<file path="src/rtl/vbr_pkg.sv">
package vbr_pkg;
    localparam int ADDR_W    = 24;
    localparam int BYTE_W    = 8;
    localparam int WIN_BYTES = 3;
    localparam int WIN_W     = WIN_BYTES * BYTE_W;
    localparam int OFS_W     = 4;
    localparam int SEL_W     = 3;
    localparam int BYTE_SH   = $clog2(BYTE_W);

    typedef logic [ADDR_W-1:0] addr_t;
    typedef logic [BYTE_W-1:0] byte_t;
    typedef logic [WIN_W-1:0]  win_t;

    typedef enum logic [1:0] {
        TGT_NONE = 2'd0,
        TGT_ROM  = 2'd1,
        TGT_WRAM = 2'd2,
        TGT_IRAM = 2'd3
    } tgt_e;

    typedef struct packed {
        tgt_e  tgt;
        addr_t idx;
    } route_t;

    localparam logic [SEL_W-1:0] SEL_LO      = 3'd0;
    localparam logic [SEL_W-1:0] SEL_MID     = 3'd1;
    localparam logic [SEL_W-1:0] SEL_HI      = 3'd2;
    localparam logic [SEL_W-1:0] SEL_CFG     = 3'd3;
    localparam logic [SEL_W-1:0] SEL_ADV_ON  = 3'd4;
    localparam logic [SEL_W-1:0] SEL_ADV_OFF = 3'd5;

    function automatic logic in_region(addr_t a, addr_t mask, addr_t match);
        return (a & mask) == match;
    endfunction
endpackage

</file>
<file path="src/rtl/vbr_decode.sv">
module vbr_decode
    import vbr_pkg::*;
#(
    parameter int WRAM_AW = 18,
    parameter int IRAM_AW = 11
) (
    input  addr_t  addr,
    output route_t route
);
    localparam addr_t WRAM_MASK = addr_t'((64'd1 << WRAM_AW) - 64'd1);
    localparam addr_t IRAM_MASK = addr_t'((64'd1 << IRAM_AW) - 64'd1);

    logic is_rom, is_wram, is_iram;

    always_comb begin
        is_rom  = in_region(addr, 24'h408000, 24'h008000)
               || in_region(addr, 24'hC00000, 24'hC00000);
        is_wram = in_region(addr, 24'h40E000, 24'h006000)
               || in_region(addr, 24'hF00000, 24'h400000);
        is_iram = in_region(addr, 24'h40F800, 24'h000000)
               || in_region(addr, 24'h40F800, 24'h003000);
    end

    always_comb begin
        route = '{tgt: TGT_NONE, idx: '0};
        if (is_rom) begin
            route = '{tgt: TGT_ROM, idx: addr};
        end else if (is_wram) begin
            route = '{tgt: TGT_WRAM, idx: addr & WRAM_MASK};
        end else if (is_iram) begin
            route = '{tgt: TGT_IRAM, idx: addr & IRAM_MASK};
        end
    end
endmodule

</file>
<file path="src/rtl/vbr_fetch.sv">
module vbr_fetch
    import vbr_pkg::*;
#(
    parameter int WRAM_AW = 18,
    parameter int IRAM_AW = 11
) (
    input  logic        clk,
    input  logic        rst,
    input  logic        start,
    input  addr_t       start_addr,
    output logic        busy,
    output win_t        window,
    output addr_t       fetch_addr,
    output logic        mem_req,
    output logic [1:0]  mem_tgt,
    output addr_t       mem_addr,
    input  logic        mem_ack,
    input  byte_t       mem_rdata
);
    localparam int IDX_W = $clog2(WIN_BYTES);
    localparam logic [IDX_W-1:0] IDX_LAST = IDX_W'(WIN_BYTES - 1);

    logic [IDX_W-1:0] idx_q;
    logic             busy_q;
    addr_t            base_q;
    byte_t            lane_q [WIN_BYTES];
    route_t           route;
    logic             hit, take, last;
    byte_t            take_byte;

    assign fetch_addr = base_q + addr_t'(idx_q);

    vbr_decode #(.WRAM_AW(WRAM_AW), .IRAM_AW(IRAM_AW)) u_dec (
        .addr  (fetch_addr),
        .route (route)
    );

    assign hit       = route.tgt != TGT_NONE;
    assign take      = busy_q && (!hit || mem_ack);
    assign take_byte = hit ? mem_rdata : '0;
    assign last      = idx_q == IDX_LAST;

    assign mem_req  = busy_q && hit;
    assign mem_tgt  = route.tgt;
    assign mem_addr = route.idx;
    assign busy     = busy_q;

    always_ff @(posedge clk) begin
        if (rst) begin
            busy_q <= 1'b0;
            idx_q  <= '0;
            base_q <= '0;
        end else if (start) begin
            busy_q <= 1'b1;
            idx_q  <= '0;
            base_q <= start_addr;
        end else if (take) begin
            if (last) begin
                busy_q <= 1'b0;
                idx_q  <= '0;
            end else begin
                idx_q <= idx_q + 1'b1;
            end
        end
    end

    for (genvar g = 0; g < WIN_BYTES; g++) begin : g_lane
        always_ff @(posedge clk) begin
            if (rst) begin
                lane_q[g] <= '0;
            end else if (take && idx_q == IDX_W'(g)) begin
                lane_q[g] <= take_byte;
            end
        end
        assign window[g*BYTE_W +: BYTE_W] = lane_q[g];
    end
endmodule

</file>
<file path="src/rtl/vbr_pos.sv">
module vbr_pos
    import vbr_pkg::*;
(
    input  logic              clk,
    input  logic              rst,
    input  logic              wr_en,
    input  logic              rd_en,
    input  logic [SEL_W-1:0]  sel,
    input  byte_t             wdata,
    output logic [OFS_W-1:0]  ofs,
    output logic              adv_en,
    output logic              start,
    output addr_t             start_addr
);
    localparam int SUM_W  = OFS_W + 1;
    localparam int STEP_W = SUM_W - BYTE_SH;

    addr_t             addr_q, addr_d;
    logic [OFS_W-1:0]  ofs_q, ofs_d, len_q, len_d;
    logic              adv_q, adv_d;
    logic [SUM_W-1:0]  sum;
    logic [STEP_W-1:0] step;
    logic              advance;

    assign sum     = SUM_W'(ofs_q) + SUM_W'(len_q) + SUM_W'(1);
    assign step    = sum[SUM_W-1:BYTE_SH];
    assign advance = rd_en && (sel == SEL_MID) && adv_q;

    always_comb begin
        addr_d = addr_q;
        ofs_d  = ofs_q;
        len_d  = len_q;
        adv_d  = adv_q;
        start  = 1'b0;
        if (wr_en) begin
            case (sel)
                SEL_LO:      addr_d[0*BYTE_W +: BYTE_W] = wdata;
                SEL_MID:     addr_d[1*BYTE_W +: BYTE_W] = wdata;
                SEL_HI: begin
                    addr_d[2*BYTE_W +: BYTE_W] = wdata;
                    ofs_d = '0;
                    start = 1'b1;
                end
                SEL_CFG: begin
                    ofs_d = wdata[OFS_W-1:0];
                    len_d = wdata[BYTE_W-1:OFS_W];
                end
                SEL_ADV_ON:  adv_d = 1'b1;
                SEL_ADV_OFF: adv_d = 1'b0;
                default: ;
            endcase
        end else if (advance) begin
            ofs_d  = OFS_W'(sum[BYTE_SH-1:0]);
            addr_d = addr_q + addr_t'(step);
            start  = step != '0;
        end
    end

    always_ff @(posedge clk) begin
        if (rst) begin
            addr_q <= '0;
            ofs_q  <= '0;
            len_q  <= '0;
            adv_q  <= 1'b0;
        end else begin
            addr_q <= addr_d;
            ofs_q  <= ofs_d;
            len_q  <= len_d;
            adv_q  <= adv_d;
        end
    end

    assign ofs        = ofs_q;
    assign adv_en     = adv_q;
    assign start_addr = addr_d;
endmodule

</file>
<file path="src/rtl/vbit_read_port.sv">
module vbit_read_port
    import vbr_pkg::*;
#(
    parameter int WRAM_AW = 18,
    parameter int IRAM_AW = 11
) (
    input  logic        clk,
    input  logic        rst,
    input  logic        reg_rd,
    input  logic        reg_wr,
    input  logic [2:0]  reg_sel,
    input  logic [7:0]  reg_wdata,
    output logic [7:0]  reg_rdata,
    output logic        reg_wait,
    output logic        mem_req,
    output logic [1:0]  mem_tgt,
    output logic [23:0] mem_addr,
    input  logic        mem_ack,
    input  logic [7:0]  mem_rdata
);
    localparam int FIELD_W = 2 * BYTE_W;

    logic               busy, wr_en, rd_en, start, adv_w;
    logic [OFS_W-1:0]   ofs_w;
    addr_t              start_addr, fetch_addr;
    win_t               window;
    logic [FIELD_W-1:0] field;

    assign reg_wait = (reg_rd || reg_wr) && busy;
    assign wr_en    = reg_wr && !busy;
    assign rd_en    = reg_rd && !reg_wr && !busy;

    vbr_pos u_pos (
        .clk        (clk),
        .rst        (rst),
        .wr_en      (wr_en),
        .rd_en      (rd_en),
        .sel        (reg_sel),
        .wdata      (reg_wdata),
        .ofs        (ofs_w),
        .adv_en     (adv_w),
        .start      (start),
        .start_addr (start_addr)
    );

    vbr_fetch #(.WRAM_AW(WRAM_AW), .IRAM_AW(IRAM_AW)) u_fetch (
        .clk        (clk),
        .rst        (rst),
        .start      (start),
        .start_addr (start_addr),
        .busy       (busy),
        .window     (window),
        .fetch_addr (fetch_addr),
        .mem_req    (mem_req),
        .mem_tgt    (mem_tgt),
        .mem_addr   (mem_addr),
        .mem_ack    (mem_ack),
        .mem_rdata  (mem_rdata)
    );

    assign field = FIELD_W'(window >> ofs_w);

    always_comb begin
        case (reg_sel)
            SEL_LO:  reg_rdata = field[BYTE_W-1:0];
            SEL_MID: reg_rdata = field[FIELD_W-1:BYTE_W];
            default: reg_rdata = '0;
        endcase
    end
endmodule

</file>
<file path="config.mk">
export PLATFORM = sky130hd
export DESIGN_NAME = vbit_read_port
export DESIGN_NICKNAME = d
export VERILOG_FILES = /design/src/rtl/vbr_pkg.sv /design/src/rtl/vbr_decode.sv /design/src/rtl/vbr_fetch.sv /design/src/rtl/vbr_pos.sv /design/src/rtl/vbit_read_port.sv
export SDC_FILE = /design/constraint.sdc
export NUM_CORES = 1
export LEC_CHECK = 0
export BUFFER_PORTS_ARGS = -buffer_cell sky130_fd_sc_hd__buf_2
export CORE_MARGIN = 4
export CORE_UTILIZATION = 40
export DETAILED_ROUTE_END_ITERATION = 16
export SETUP_SLACK_MARGIN = 0.1
export SLEW_MARGIN = 20
export SYNTH_ARGS = -nofsm -noshare
export SYNTH_HDL_FRONTEND = slang
export SYNTH_SLANG_ARGS = --single-unit
</file>
<file path="constraint.sdc">
create_clock -name clk -period 4.8 [get_ports clk]
set_clock_uncertainty 0.1 [all_clocks]
set_input_delay 0.48 -clock clk [delete_from_list [all_inputs] [get_ports clk]]
set_output_delay 0.48 -clock clk [all_outputs]
set_load 0.02 [all_outputs]
</file>
# After elaboration in Yosys (flattened, before gate mapping)
# Memory sizes are Yosys's and may differ from the RTL's.
# Cells that the tools add are included.
# op_classes
n_mux,35
shift,1
add_sub_neg,5
reduce_logical,33
n_bitwise,3
n_eq_ne,13
# ops
cell,count
$mux 26,3
$mux 8,7
$add 24x2->24,2
$mux 24,2
$logic_not 24->1,1
$shr 24x4->16,1
$mux 1,17
$pmux 8 s2,1
$reduce_bool 2->1,6
$logic_and 1x1->1,11
$mux 4,2
$pmux 4 s2,1
$reduce_and 2->1,4
$eq 3x2->1 const B,2
$eq 3x3->1 const B,2
$eq 6x3->1 const B,1
$add 4x4->5,1
$add 5x1->5 const B,1
$logic_or 1x1->1,5
$eq 2x1->1 const B,2
$eq 2x2->1 const B,2
$eq 4x2->1 const B,1
$eq 4x3->1 const B,1
$eq 3x1->1 const B,1
9 further kinds,13
# totals
output_inout_bits,36
memories,1
in_bits,24
wordCells,98
ff_bits,60
mem_bits_rw,24
# memory_table
name,depth,word_bits,rd,rd_clocked_by_memory_dff,write_ports,line,source
u_fetch.lane_q,3,8,3,0,3,vbr_fetch.sv:26,byte_t lane_q [WIN_BYTES];

# Depth between registers and ports, before layout
# Gate-level depths: netlist of the first run.
# logic_depth
ltp_word,15
mapped_depth,17
depth_no_buf,15

# Cells and area by module
# A second synthesis of the first run with hierarchy kept.
# hier_totals
cells_unflattened,684
area_unflattened_um2,6378.6
# by_module_without_submodules
module,area_per_inst_um2,cells_per_inst,seq_area_each_um2,instances
vbr_pos,2414.8,291,660.6,1
vbr_fetch,2353.5,225,1261.2,1
vbit_read_port,1290.0,132,0.0,1
vbr_decode,320.3,36,0.0,1

# Worst setup path after synthesis of the first run
# OpenSTA, ideal clock, no wires.
# synth_path
path_kind,reg-to-reg
from,"reg u_pos.ofs_q[0], in the netlist u_pos.ofs[0]"
to,reg u_fetch.base_q[22]
n_path_buf,2
setup_ps,76
arrival_time_ps,4119
stages_incl_launch_ff,15
required_time_ps,4624
setup_slack_ps,504
synth_period_minus_slack_ps,4296
path_cell_list,dfxtp_1 > clkbuf_1 > clkbuf_1 > inv_1 > ha_1 > fa_1 > o21ai_0 > a21oi_1 > fa_1 > nand4b_1 > nor4_2 > a311oi_1 > a41oi_1 > o21ai_0 > o22ai_1
# synth_between
elab_chain_len,5
elab_cells_between_ends,8
classes_between,add/sub (3); mux (4); reduce/logical (1)
# synth_rtl
element,line,source
start: declaration,vbr_pos.sv:19,"logic [OFS_W-1:0] ofs_q, ofs_d, len_q, len_d;"
start signal: assignment,vbr_pos.sv:67,ofs_q <= ofs_d;
$add 4x4->5 (*),vbr_pos.sv:25,assign sum = SUM_W'(ofs_q) + SUM_W'(len_q) + SUM_W'(1);
$add 5x1->5 (*),vbr_pos.sv:25,
$add 24x2->24 / $reduce_bool 2->1 (equally long branches),"vbr_pos.sv:54, vbr_pos.sv:55",
$mux 24 / $mux 1 (equally long branches),vbr_pos.sv:52,end else if (advance) begin
$mux 24 / $mux 1 (equally long branches),vbr_pos.sv:35,if (wr_en) begin
end signal: assignment,vbr_fetch.sv:56,base_q <= start_addr;
end: declaration,vbr_fetch.sv:25,addr_t base_q;
# Mark *: on every way between the ends. The rest lies on a longest branch, timed or not.
# A chain may end at the register's enable or synchronous reset.

# Worst setup path after layout of the first run
# layout_path
from,reg u_fetch.base_q[0]
to,out mem_addr[5]
# layout_between
elab_chain_len,6
elab_cells_between_ends,13
classes_between,add/sub (1); eq/ne (5); mux (3); reduce/logical (4)
# layout_rtl
element,line,source
$add 24x2->24 (*),vbr_fetch.sv:31,assign fetch_addr = base_q + addr_t'(idx_q);
$logic_not 24->1 / $eq 6x3->1 (equally long branches),vbr_pkg.sv:34,return (a & mask) == match;
$logic_or 1x1->1,vbr_decode.sv:21,"|| in_region(addr, 24'h40F800, 24'h003000);"
$mux 26,vbr_decode.sv:30,end else if (is_iram) begin
$mux 26,vbr_decode.sv:28,end else if (is_wram) begin
$mux 26 (*),vbr_decode.sv:26,if (is_rom) begin
end: declaration,vbit_read_port.sv:17,"output logic [23:0] mem_addr,"
# Marked as above.

==> impl_metrics.py, run 1 <==
metrics = {
    "detailed_routing": {
        "wl_met1_um": 7880,
        "wl_per_cell_um": 17.5,
        "drc": 0,
        "dr_wl_met3_um": 868,
        "met2_length_um": 6940,
        "vias": 5374,
        "drt-initial-drc-count": 576,
        "highest_layer": "met4",
        "wirelength_um": 16000,
        "ant_nets": 0,
        "viasPerCell": 5.87,
        "drt_pass1_iterations": 5,
    },
    "synthesis": {
        "synth.avg_cell_area_um2": 8.63,
        "syn_area_um2": 5940,
        "synth-async-reset-ratio_pct": 0,
        "synth_nets": 723,
        "yosysUniqueCellTypes": 69,
        "synth-edff-count": 24,
        "synthFlopType": "dfxtp_1",
        "yosys_warnings": 0,
        "ys_seq_elements": 84,
        "synthCells": 688,
        "ys_seq_area_share_pct": 32.4,
    },
    "cells_and_area": {
        "areaGrowthSynthToFinish_pct": 12.3,
        "n_antenna_cell": 0,
        "n_fill_cell": 1440,
        "final_nets": 761,
        "instances_no_fill": 915,
        "mostFrequentLayoutCells": "102 x nor2_1, 60 x dfxtp_1, 59 x buf_2",
        "multi_input_area_um2": 3750,
        "final_area_um2": 6670,
        "seq_area_um2": 1920,
        "final_util_pct": 45.9,
        "final_common_cell": "nor2_1",
        "layout-drive-gt1-share_pct": 17.2,
    },
    "critical_path": {
        "cp.arrival_ns": 3.78,
        "worstPathRequired_ns": 4.22,
        "reg2reg_slack_ns": 0.77,
        "reg2reg_depth": 12,
        "cpMaxStageDelayCell": "nor3_4",
        "r2r-end": "u_fetch.base_q[14]$_SDFFE_PP0P_",
        "cpMostUsedCell": "nor2_1",
        "critPathMaxStageDelay_ns": 0.61,
        "startpoint_type": "flip-flop",
        "path_max_fanout": 17,
        "cp_cell_sequence": "ha_1 > fa_1 > nand4_1 > nor2_1 > nand3_1 > o21ba_2 > a211o_2 > nor3_4 > nor2_1 > buf_2",
        "r2r-start": "u_pos.ofs[1]$_SDFFE_PP0P_",
        "criticalPathCategory": "flip-flop to primary output",
        "critPathCaptureType": "primary output",
    },
    "clock_network": {
        "clk_latency_ns": 0.34,
        "cts_tree": "done",
        "clk_pin_slew_ns": 0.07,
        "cts_max_path_buffers": 2,
        "cts_made_buffers": 9,
        "clock_tree.root_cell": "clkbuf_16",
        "hold_buffers": 0,
        "cts_htree_levels": 3,
        "cts_setup_buffers": 0,
        "cts.sinks": 84,
        "cts_resized": 0,
    },
    "global_routing": {
        "antenna_found_initial": 0,
        "grt_pass1_wl_um": 25900,
        "grt.total_usage_pct": 19.1,
        "grt_pass1_vias": 5046,
        "grt_overflow": 0,
        "grt_max_degree": 70,
    },
    "placed_design": {
        "dp_slack_ns": 0.834,
        "hpwl_um": 12200,
        "dp.cells": 899,
        "globalplace.congestion": 0.875,
        "io_buffer_count": 59,
        "placed_area_um2": 6360,
    },
    "sta": {
        "setup_ws_ns": 0.441,
        "finalHoldViolCount": 0,
        "slew_headroom_pct": 40.2,
        "min_period_ns": 4.36,
        "finalSetupTns_ns": 0,
        "final.period_utilization_pct": 90.8,
        "setup_viol": 0,
        "fmax_mhz": 229,
        "worst_slew_pin_slew_ns": 0.895,
        "rsz0062_at_grt": "false",
        "holdWs_ns": 0.364,
        "report.final.slew_viol_count": 0,
    },
    "power_and_ir_drop": {
        "p_total_mw": 1.74,
        "p_leak_nw": 2.35,
        "ir_drop_v": 0.000187,
        "pwr_density_cell_nw_per_um2": 261,
    },
    "worst_hold_path": {
        "min_from": "u_pos.len_q[0]$_SDFFE_PP0P_",
        "hold_path_end": "u_pos.len_q[0]$_SDFFE_PP0P_",
        "min_path_cells": 2,
        "hp-class": "flip-flop to flip-flop",
    },
    "die": {
        "die_h_um": 130,
        "die_w_um": 130,
        "die_area_um2": 16900,
        "start_util_pct": 40.9,
        "fp-row-count": 44,
        "ios": 60,
        "core_region_area_um2": 14500,
    },
    "outcome": {
        "status": "finished, final reports clean",
    },
    "run": {
        "drv_cap": 0,
    },
}
final cells by class:
type | count | share of cell area [%]
Multi-Input combinational cell | 535 | 56.2
Clock inverter | 7 | 1.20
Sequential cell | 84 | 28.8
Timing Repair Buffer | 67 | 5.33
Clock buffer | 9 | 3.38
Inverter | 29 | 1.63
Tap cell | 184 | 3.45
sequential cells by signal, summed over array words and instances, names as in the netlist:
register and flops:
u_fetch.base_q 24, u_pos.addr_q 24, u_pos.adv_en 1, u_pos.ofs 4, u_fetch.idx_q 2, u_fetch.lane_q 24
u_pos.len_q 4, u_fetch.busy 1
power breakdown:
part	switching, mW	internal, mW	total [mW]
logic	0.154	0.0959	0.250
clock network	0.298	0.411	0.709
registers	0.0274	0.755	0.782
total	0.479	1.26	1.74
worst max-delay path, delay by kind of cell, from the launching register on:
family                   cells  cell delay [ns]
buffers and inverters        1             0.20
AND/OR/NAND/NOR              5             1.67
adder cells (fa/ha/maj)      2             0.57
flip-flops                   1             0.33
AO/OA/AOI/OAI                2             0.67
how the worst max path moves through the flow:
| stage | from | to | cells past startpoint |
|---|---|---|---|
| 2_1_floorplan | u_pos.ofs[0]$_SDFFE_PP0P_ | u_fetch.base_q[22]$_SDFFE_PP0P_ | 14 |
| 3_5_place_dp | u_fetch.base_q[0]$_SDFFE_PP0P_ | mem_addr[5] | 10 |
| 3_3_place_gp | u_pos.ofs[1]$_SDFFE_PP0P_ | u_fetch.base_q[22]$_SDFFE_PP0P_ | 12 |
| 4_1_cts | u_fetch.base_q[0]$_SDFFE_PP0P_ | mem_addr[5] | 10 |
| 5_1_grt | u_fetch.idx_q[0]$_SDFFE_PP0P_ | mem_addr[10] | 10 |
| 6_report | u_fetch.base_q[0]$_SDFFE_PP0P_ | mem_addr[5] | 10 |
Yosys cell counts (14+ instances only):
cell type	instances	share of area [%]
nor2_1	102	6.4
dfxtp_1	60	20
mux2i_1	40	6.7
nand2_1	38	2.4
nor3_1	35	2.9
inv_1	28	1.8
a21oi_1	27	2.3
clkbuf_1	24	1.5
edfxtp_1	24	12
nand3_1	23	1.9
o21ai_0	23	1.9
o22ai_1	19	2.0
xnor2_1	18	2.7
nor2b_1	17	1.8
mux4_2	16	6.1
a211oi_1	14	1.8
nand2b_1	14	1.5
kinds of logic (layout without fill, tap and decap cells):
| group | Yosys count | count (layout) | synth area share, % |
|---|---|---|---|
| buffers and inverters | 69 | 112 | 4.57 |
| adder cells (fa/ha/maj) | 11 | 11 | 2.70 |
| XOR/XNOR | 23 | 23 | 3.39 |
| flip-flops | 84 | 84 | 32.4 |
| AND/OR/NAND/NOR | 297 | 297 | 26.6 |
| multiplexers | 57 | 57 | 13.0 |
| AO/OA/AOI/OAI | 147 | 147 | 17.4 |
routing by layer:
| metal | GRT usage [%] | vias up |
|---|---|---|
| met5 | 0 | - |
| met4 | 6.91 | 0 |
| met3 | 2.91 | 24 |
| met2 | 28.0 | 161 |
| met1 | 28.6 | 2552 |
| li1 | - | 2637 |
Power figures use the tool's default switching activity.
==> run 2, diff against run 1 <==
- CORE_UTILIZATION: 40 -> 60
- PLACE_DENSITY: unset -> 0.81
==> impl_metrics.py, run 2 (synthesis results as in run 1) <==
metrics = {
    "placed_design": {
        "dp_slack_ns": 0.803,
        "hpwl_um": 11700,
        "globalplace.congestion": 0.866,
        "dp.cells": 849,
        "io_buffer_count": 59,
        "placed_area_um2": 6310,
    },
    "sta": {
        "final.period_utilization_pct": 91.6,
        "holdWs_ns": 0.338,
        "fmax_mhz": 228,
        "setup_viol": 0,
        "min_period_ns": 4.39,
        "rsz0062_at_grt": "false",
        "finalSetupTns_ns": 0,
        "slew_headroom_pct": 44.4,
        "finalHoldViolCount": 0,
        "worst_slew_pin_slew_ns": 0.832,
        "setup_ws_ns": 0.405,
        "report.final.slew_viol_count": 0,
    },
    "cells_and_area": {
        "n_antenna_cell": 0,
        "instances_no_fill": 865,
        "layout-drive-gt1-share_pct": 17.2,
        "n_fill_cell": 846,
        "final_util_pct": 66.5,
        "reg_top3": "u_fetch.base_q x24, u_fetch.lane_q x24, u_pos.addr_q x24",
        "areaGrowthSynthToFinish_pct": 8.97,
        "final_nets": 762,
        "mostFrequentLayoutCells": "102 x nor2_1, 60 x dfxtp_1, 59 x buf_2",
        "multi_input_area_um2": 3750,
        "seq_area_um2": 1920,
        "final_area_um2": 6470,
        "final_common_cell": "nor2_1",
    },
    "detailed_routing": {
        "drt-initial-drc-count": 610,
        "drc": 0,
        "wirelength_um": 15600,
        "ant_nets": 0,
        "drt_pass1_iterations": 5,
        "wl_per_cell_um": 18.0,
        "vias": 5527,
        "viasPerCell": 6.39,
    },
    "outcome": {
        "status": "finished, final reports clean",
    },
    "power_and_ir_drop": {
        "ir_drop_v": 0.000151,
        "pwr_density_cell_nw_per_um2": 228,
        "p_total_mw": 1.47,
        "p_leak_nw": 2.28,
    },
    "clock_network": {
        "cts.sinks": 84,
        "cts_htree_levels": 3,
        "hold_buffers": 0,
        "clock_tree.root_cell": "clkbuf_8",
        "cts_max_path_buffers": 2,
        "cts_setup_buffers": 0,
        "cts_made_buffers": 9,
        "cts_tree": "done",
        "clk_latency_ns": 0.36,
        "cts_resized": 0,
        "clk_pin_slew_ns": 0.09,
    },
    "critical_path": {
        "cp.arrival_ns": 3.81,
        "cp_cell_sequence": "ha_1 > fa_1 > nand4_1 > nor2_1 > nand3_1 > o21ba_2 > a211o_2 > nor3_4 > nor2_1 > buf_2",
        "startpoint_type": "flip-flop",
        "cpMaxStageDelayCell": "nor3_4",
        "critPathTopFamily": "simple AND/OR/NAND/NOR gates",
        "path_max_fanout": 17,
        "critPathMaxStageDelay_ns": 0.63,
        "criticalPathCategory": "flip-flop to primary output",
        "worstPathRequired_ns": 4.22,
        "cpMostUsedCell": "nor2_1",
        "critPathCaptureType": "primary output",
        "critPathBufInv": 1,
    },
    "worst_hold_path": {
        "hp-class": "primary input to flip-flop",
    },
    "die": {
        "die_area_um2": 11600,
        "core_region_area_um2": 9730,
        "fp-row-count": 36,
        "die_h_um": 108,
        "ios": 60,
        "start_util_pct": 61.1,
        "die_w_um": 108,
    },
    "global_routing": {
        "grt.total_usage_pct": 27.4,
        "grt_overflow": 0,
        "antenna_found_initial": 0,
        "grt_pass1_vias": 5029,
        "grt_pass1_wl_um": 25200,
        "grt_max_degree": 70,
    },
    "run": {
        "drv_cap": 0,
    },
}
==> run 2: cell types whose count changed in the layout (fill, tap and decap cells not counted), sizes merged <==
| cell | before | now |
|---|---|---|
| inv | 32 | 29 |
| buf | 67 | 68 |
| bufinv | 1 | 0 |
| clkinvlp | 0 | 2 |
| clkinv | 3 | 5 |
==> run 2: layout make-up <==
cell class                 count  area share, %
clock buffer                   9           1.91
clock inverter                 7          0.657
inverter                      29           1.68
multi-input combinational    535           57.9
sequential                    84           29.7
tap                          133           2.57
timing repair buffer          68           5.60
==> run 2: worst min-delay path, delay by kind of cell <==
family                 cells  cell delay [ns]
buffers and inverters      1             0.14
and+or+nand+nor            1             0.07
AOI/OAI and AO/OA          1             0.06
==> run 2: worst paths after layout <==
| kind | start | endpoint | slack, ns | cells past startpoint |
|---|---|---|---|---|
| worst max-delay path | u_fetch.base_q[0]$_SDFFE_PP0P_ | mem_addr[2] | 0.41 | 10 |
| worst min-delay path | reg_wdata[7] | u_pos.len_q[3]$_SDFFE_PP0P_ | 0.34 | 3 |
| worst max register to register | u_pos.ofs[1]$_SDFFE_PP0P_ | u_fetch.base_q[22]$_SDFFE_PP0P_ | 0.81 | 12 |
| worst min register to register | u_pos.len_q[2]$_SDFFE_PP0P_ | u_pos.len_q[2]$_SDFFE_PP0P_ | 0.38 | 2 |
==> run 2: report_power, final <==
part	total, mW	internal, mW	switching (mW)
sequential	0.780	0.754	0.0260
clock	0.442	0.185	0.257
combinational	0.252	0.0962	0.155
==> run 2: metal layers <==
metal	vias up	wire length, um	global-route usage (%)
li1	2631	-	-
met1	2622	6960	38.9
met2	243	7120	42.9
met3	31	1120	3.48
met4	0	364	10.1
met5	-	0	0
==> run 3, diff against run 2 <==
- CORE_UTILIZATION: 60 -> 45
- PLACE_DENSITY: 0.81 -> unset
==> impl_metrics.py, run 3 (synthesis results as in run 1) <==
metrics = {
    "sta": {
        "min_period_ns": 4.34,
        "setup_viol": 0,
        "worst_slew_pin_slew_ns": 0.887,
        "rsz0062_at_grt": "false",
        "finalSetupTns_ns": 0,
        "final.period_utilization_pct": 90.4,
        "finalHoldViolCount": 0,
        "fmax_mhz": 230,
        "holdWs_ns": 0.358,
        "report.final.slew_viol_count": 0,
        "slew_headroom_pct": 40.7,
        "setup_ws_ns": 0.460,
    },
    "placed_design": {
        "globalplace.congestion": 0.841,
        "io_buffer_count": 59,
        "dp_slack_ns": 0.731,
        "hpwl_um": 12000,
    },
    "cells_and_area": {
        "final_common_cell": "nor2_1",
        "layout-drive-gt1-share_pct": 17.0,
        "reg_top3": "u_fetch.base_q x24, u_fetch.lane_q x24, u_pos.addr_q x24",
        "mostFrequentLayoutCells": "102 x nor2_1, 60 x dfxtp_1, 59 x buf_2",
        "final_nets": 761,
        "n_fill_cell": 1212,
        "seq_area_um2": 1920,
        "n_antenna_cell": 0,
        "areaGrowthSynthToFinish_pct": 11.7,
        "multi_input_area_um2": 3750,
    },
    "clock_network": {
        "cts.sinks": 84,
        "hold_buffers": 0,
        "cts_tree": "done",
        "cts_setup_buffers": 0,
        "cts_made_buffers": 9,
        "cts_htree_levels": 3,
        "clk_latency_ns": 0.34,
        "clk_pin_slew_ns": 0.07,
        "cts_max_path_buffers": 2,
        "cts_resized": 0,
        "clock_tree.root_cell": "clkbuf_16",
    },
    "global_routing": {
        "grt_max_degree": 70,
        "antenna_found_initial": 0,
        "grt_pass1_wl_um": 26300,
        "top_usage_layer": "met1",
        "met1_usage_pct": 33.5,
        "grt_pass1_vias": 5045,
        "gr-usage-met2_pct": 32.0,
        "grt_overflow": 0,
        "grt.total_usage_pct": 21.9,
        "met3_usage_pct": 3.52,
    },
    "critical_path": {
        "cp_cell_sequence": "ha_1 > fa_1 > nand4_1 > nor2_1 > nand3_1 > o21ba_2 > a211o_2 > nor3_4 > nor2_1 > buf_2",
        "worstPathRequired_ns": 4.22,
        "cpMaxStageDelayCell": "nor3_4",
        "critPathCaptureType": "primary output",
        "startpoint_type": "flip-flop",
        "path_max_fanout": 17,
        "cpMostUsedCell": "nor2_1",
        "critPathMaxStageDelay_ns": 0.62,
        "cp.arrival_ns": 3.76,
        "criticalPathCategory": "flip-flop to primary output",
    },
    "power_and_ir_drop": {
        "internal-power_mw": 1.26,
        "swShare_pct": 27.0,
        "pwr_density_cell_nw_per_um2": 259,
        "clkPwrFrac_pct": 39.8,
        "p_sw_mw": 0.464,
        "p_comb_share_pct": 14.6,
        "p_leak_nw": 2.33,
        "power.share.sequential_pct": 45.5,
        "ir_drop_v": 0.000126,
    },
    "detailed_routing": {
        "vias": 5359,
        "viasPerCell": 5.93,
        "drc": 0,
        "wl_per_cell_um": 17.8,
        "wirelength_um": 16100,
        "ant_nets": 0,
        "drt_pass1_iterations": 5,
        "drt-initial-drc-count": 587,
    },
    "die": {
        "start_util_pct": 46.5,
        "ios": 60,
        "fp-row-count": 41,
        "die_h_um": 123,
        "core_region_area_um2": 12800,
        "die_w_um": 123,
        "die_area_um2": 15100,
    },
    "outcome": {
        "status": "finished, final reports clean",
    },
    "worst_hold_path": {
        "hp-class": "primary input to flip-flop",
    },
    "run": {
        "drv_cap": 0,
    },
}
[run 3: cell count changes in the layout (fill, tap and decap cells not counted), sizes merged]
cell and delta:
clkbuf +3, clkinv -2, clkinvlp -1, inv -1, buf -1, bufinv +1
[run 3: worst paths after layout]
check / startpoint / end / slack [ns] / depth (start not counted)
setup reg to reg: u_pos.ofs[1]$_SDFFE_PP0P_ / u_fetch.base_q[22]$_SDFFE_PP0P_ / 0.74 / 12
setup / recovery: u_fetch.idx_q[0]$_SDFFE_PP0P_ / mem_addr[4] / 0.46 / 10
hold / removal: reg_wdata[6] / u_pos.len_q[2]$_SDFFE_PP0P_ / 0.36 / 3
hold reg to reg: u_pos.len_q[0]$_SDFFE_PP0P_ / u_pos.len_q[0]$_SDFFE_PP0P_ / 0.37 / 2
[run 3: critical path, delay by kind of cell (launching register included)]
kind | cells | cell delay, ns
AOI/OAI and AO/OA | 2 | 0.67
adders and majority gates | 2 | 0.56
buffers and inverters | 1 | 0.18
DFF | 1 | 0.34
and+or+nand+nor | 5 | 1.67
[run 3: layout make-up]
class                      instances  area share, %
clock buffer                      12           3.56
clock inverter                     4          0.773
inverter                          29           1.64
multi-input combinational        535           56.5
sequential                        84           29.0
tap                              172           3.24
timing repair buffer              67           5.35
[run 3: power by group through the flow]
stage,clock network (mW),logic [mW],registers (mW)
after floorplan,0,0.182,0.787
after global placement,0,0.246,0.795
after detailed placement,0,0.249,0.797
after CTS,0.694,0.251,0.782
after global routing,0.723,0.276,0.786
final,0.685,0.252,0.783
[run 3: per-layer routing]
layer	wire length [um]	part of all wire (%)	vias to the layer above
li1	-	-	2626
met1	7940	49	2544
met2	6970	43	174
met3	932	5.8	15
met4	223	1.4	0
met5	0	0	-
[run 3: stage by stage]
stage	power (mW)	cell area, um^2	utilization, %	cells
2_1_floorplan	0.969	5940	-	688
3_3_place_gp	1.04	6350	49.7	887
3_5_place_dp	1.05	6350	49.7	887
4_1_cts	1.73	6640	52.0	903
5_1_grt	1.79	6640	52.0	903
6_report	1.72	6640	52.0	903
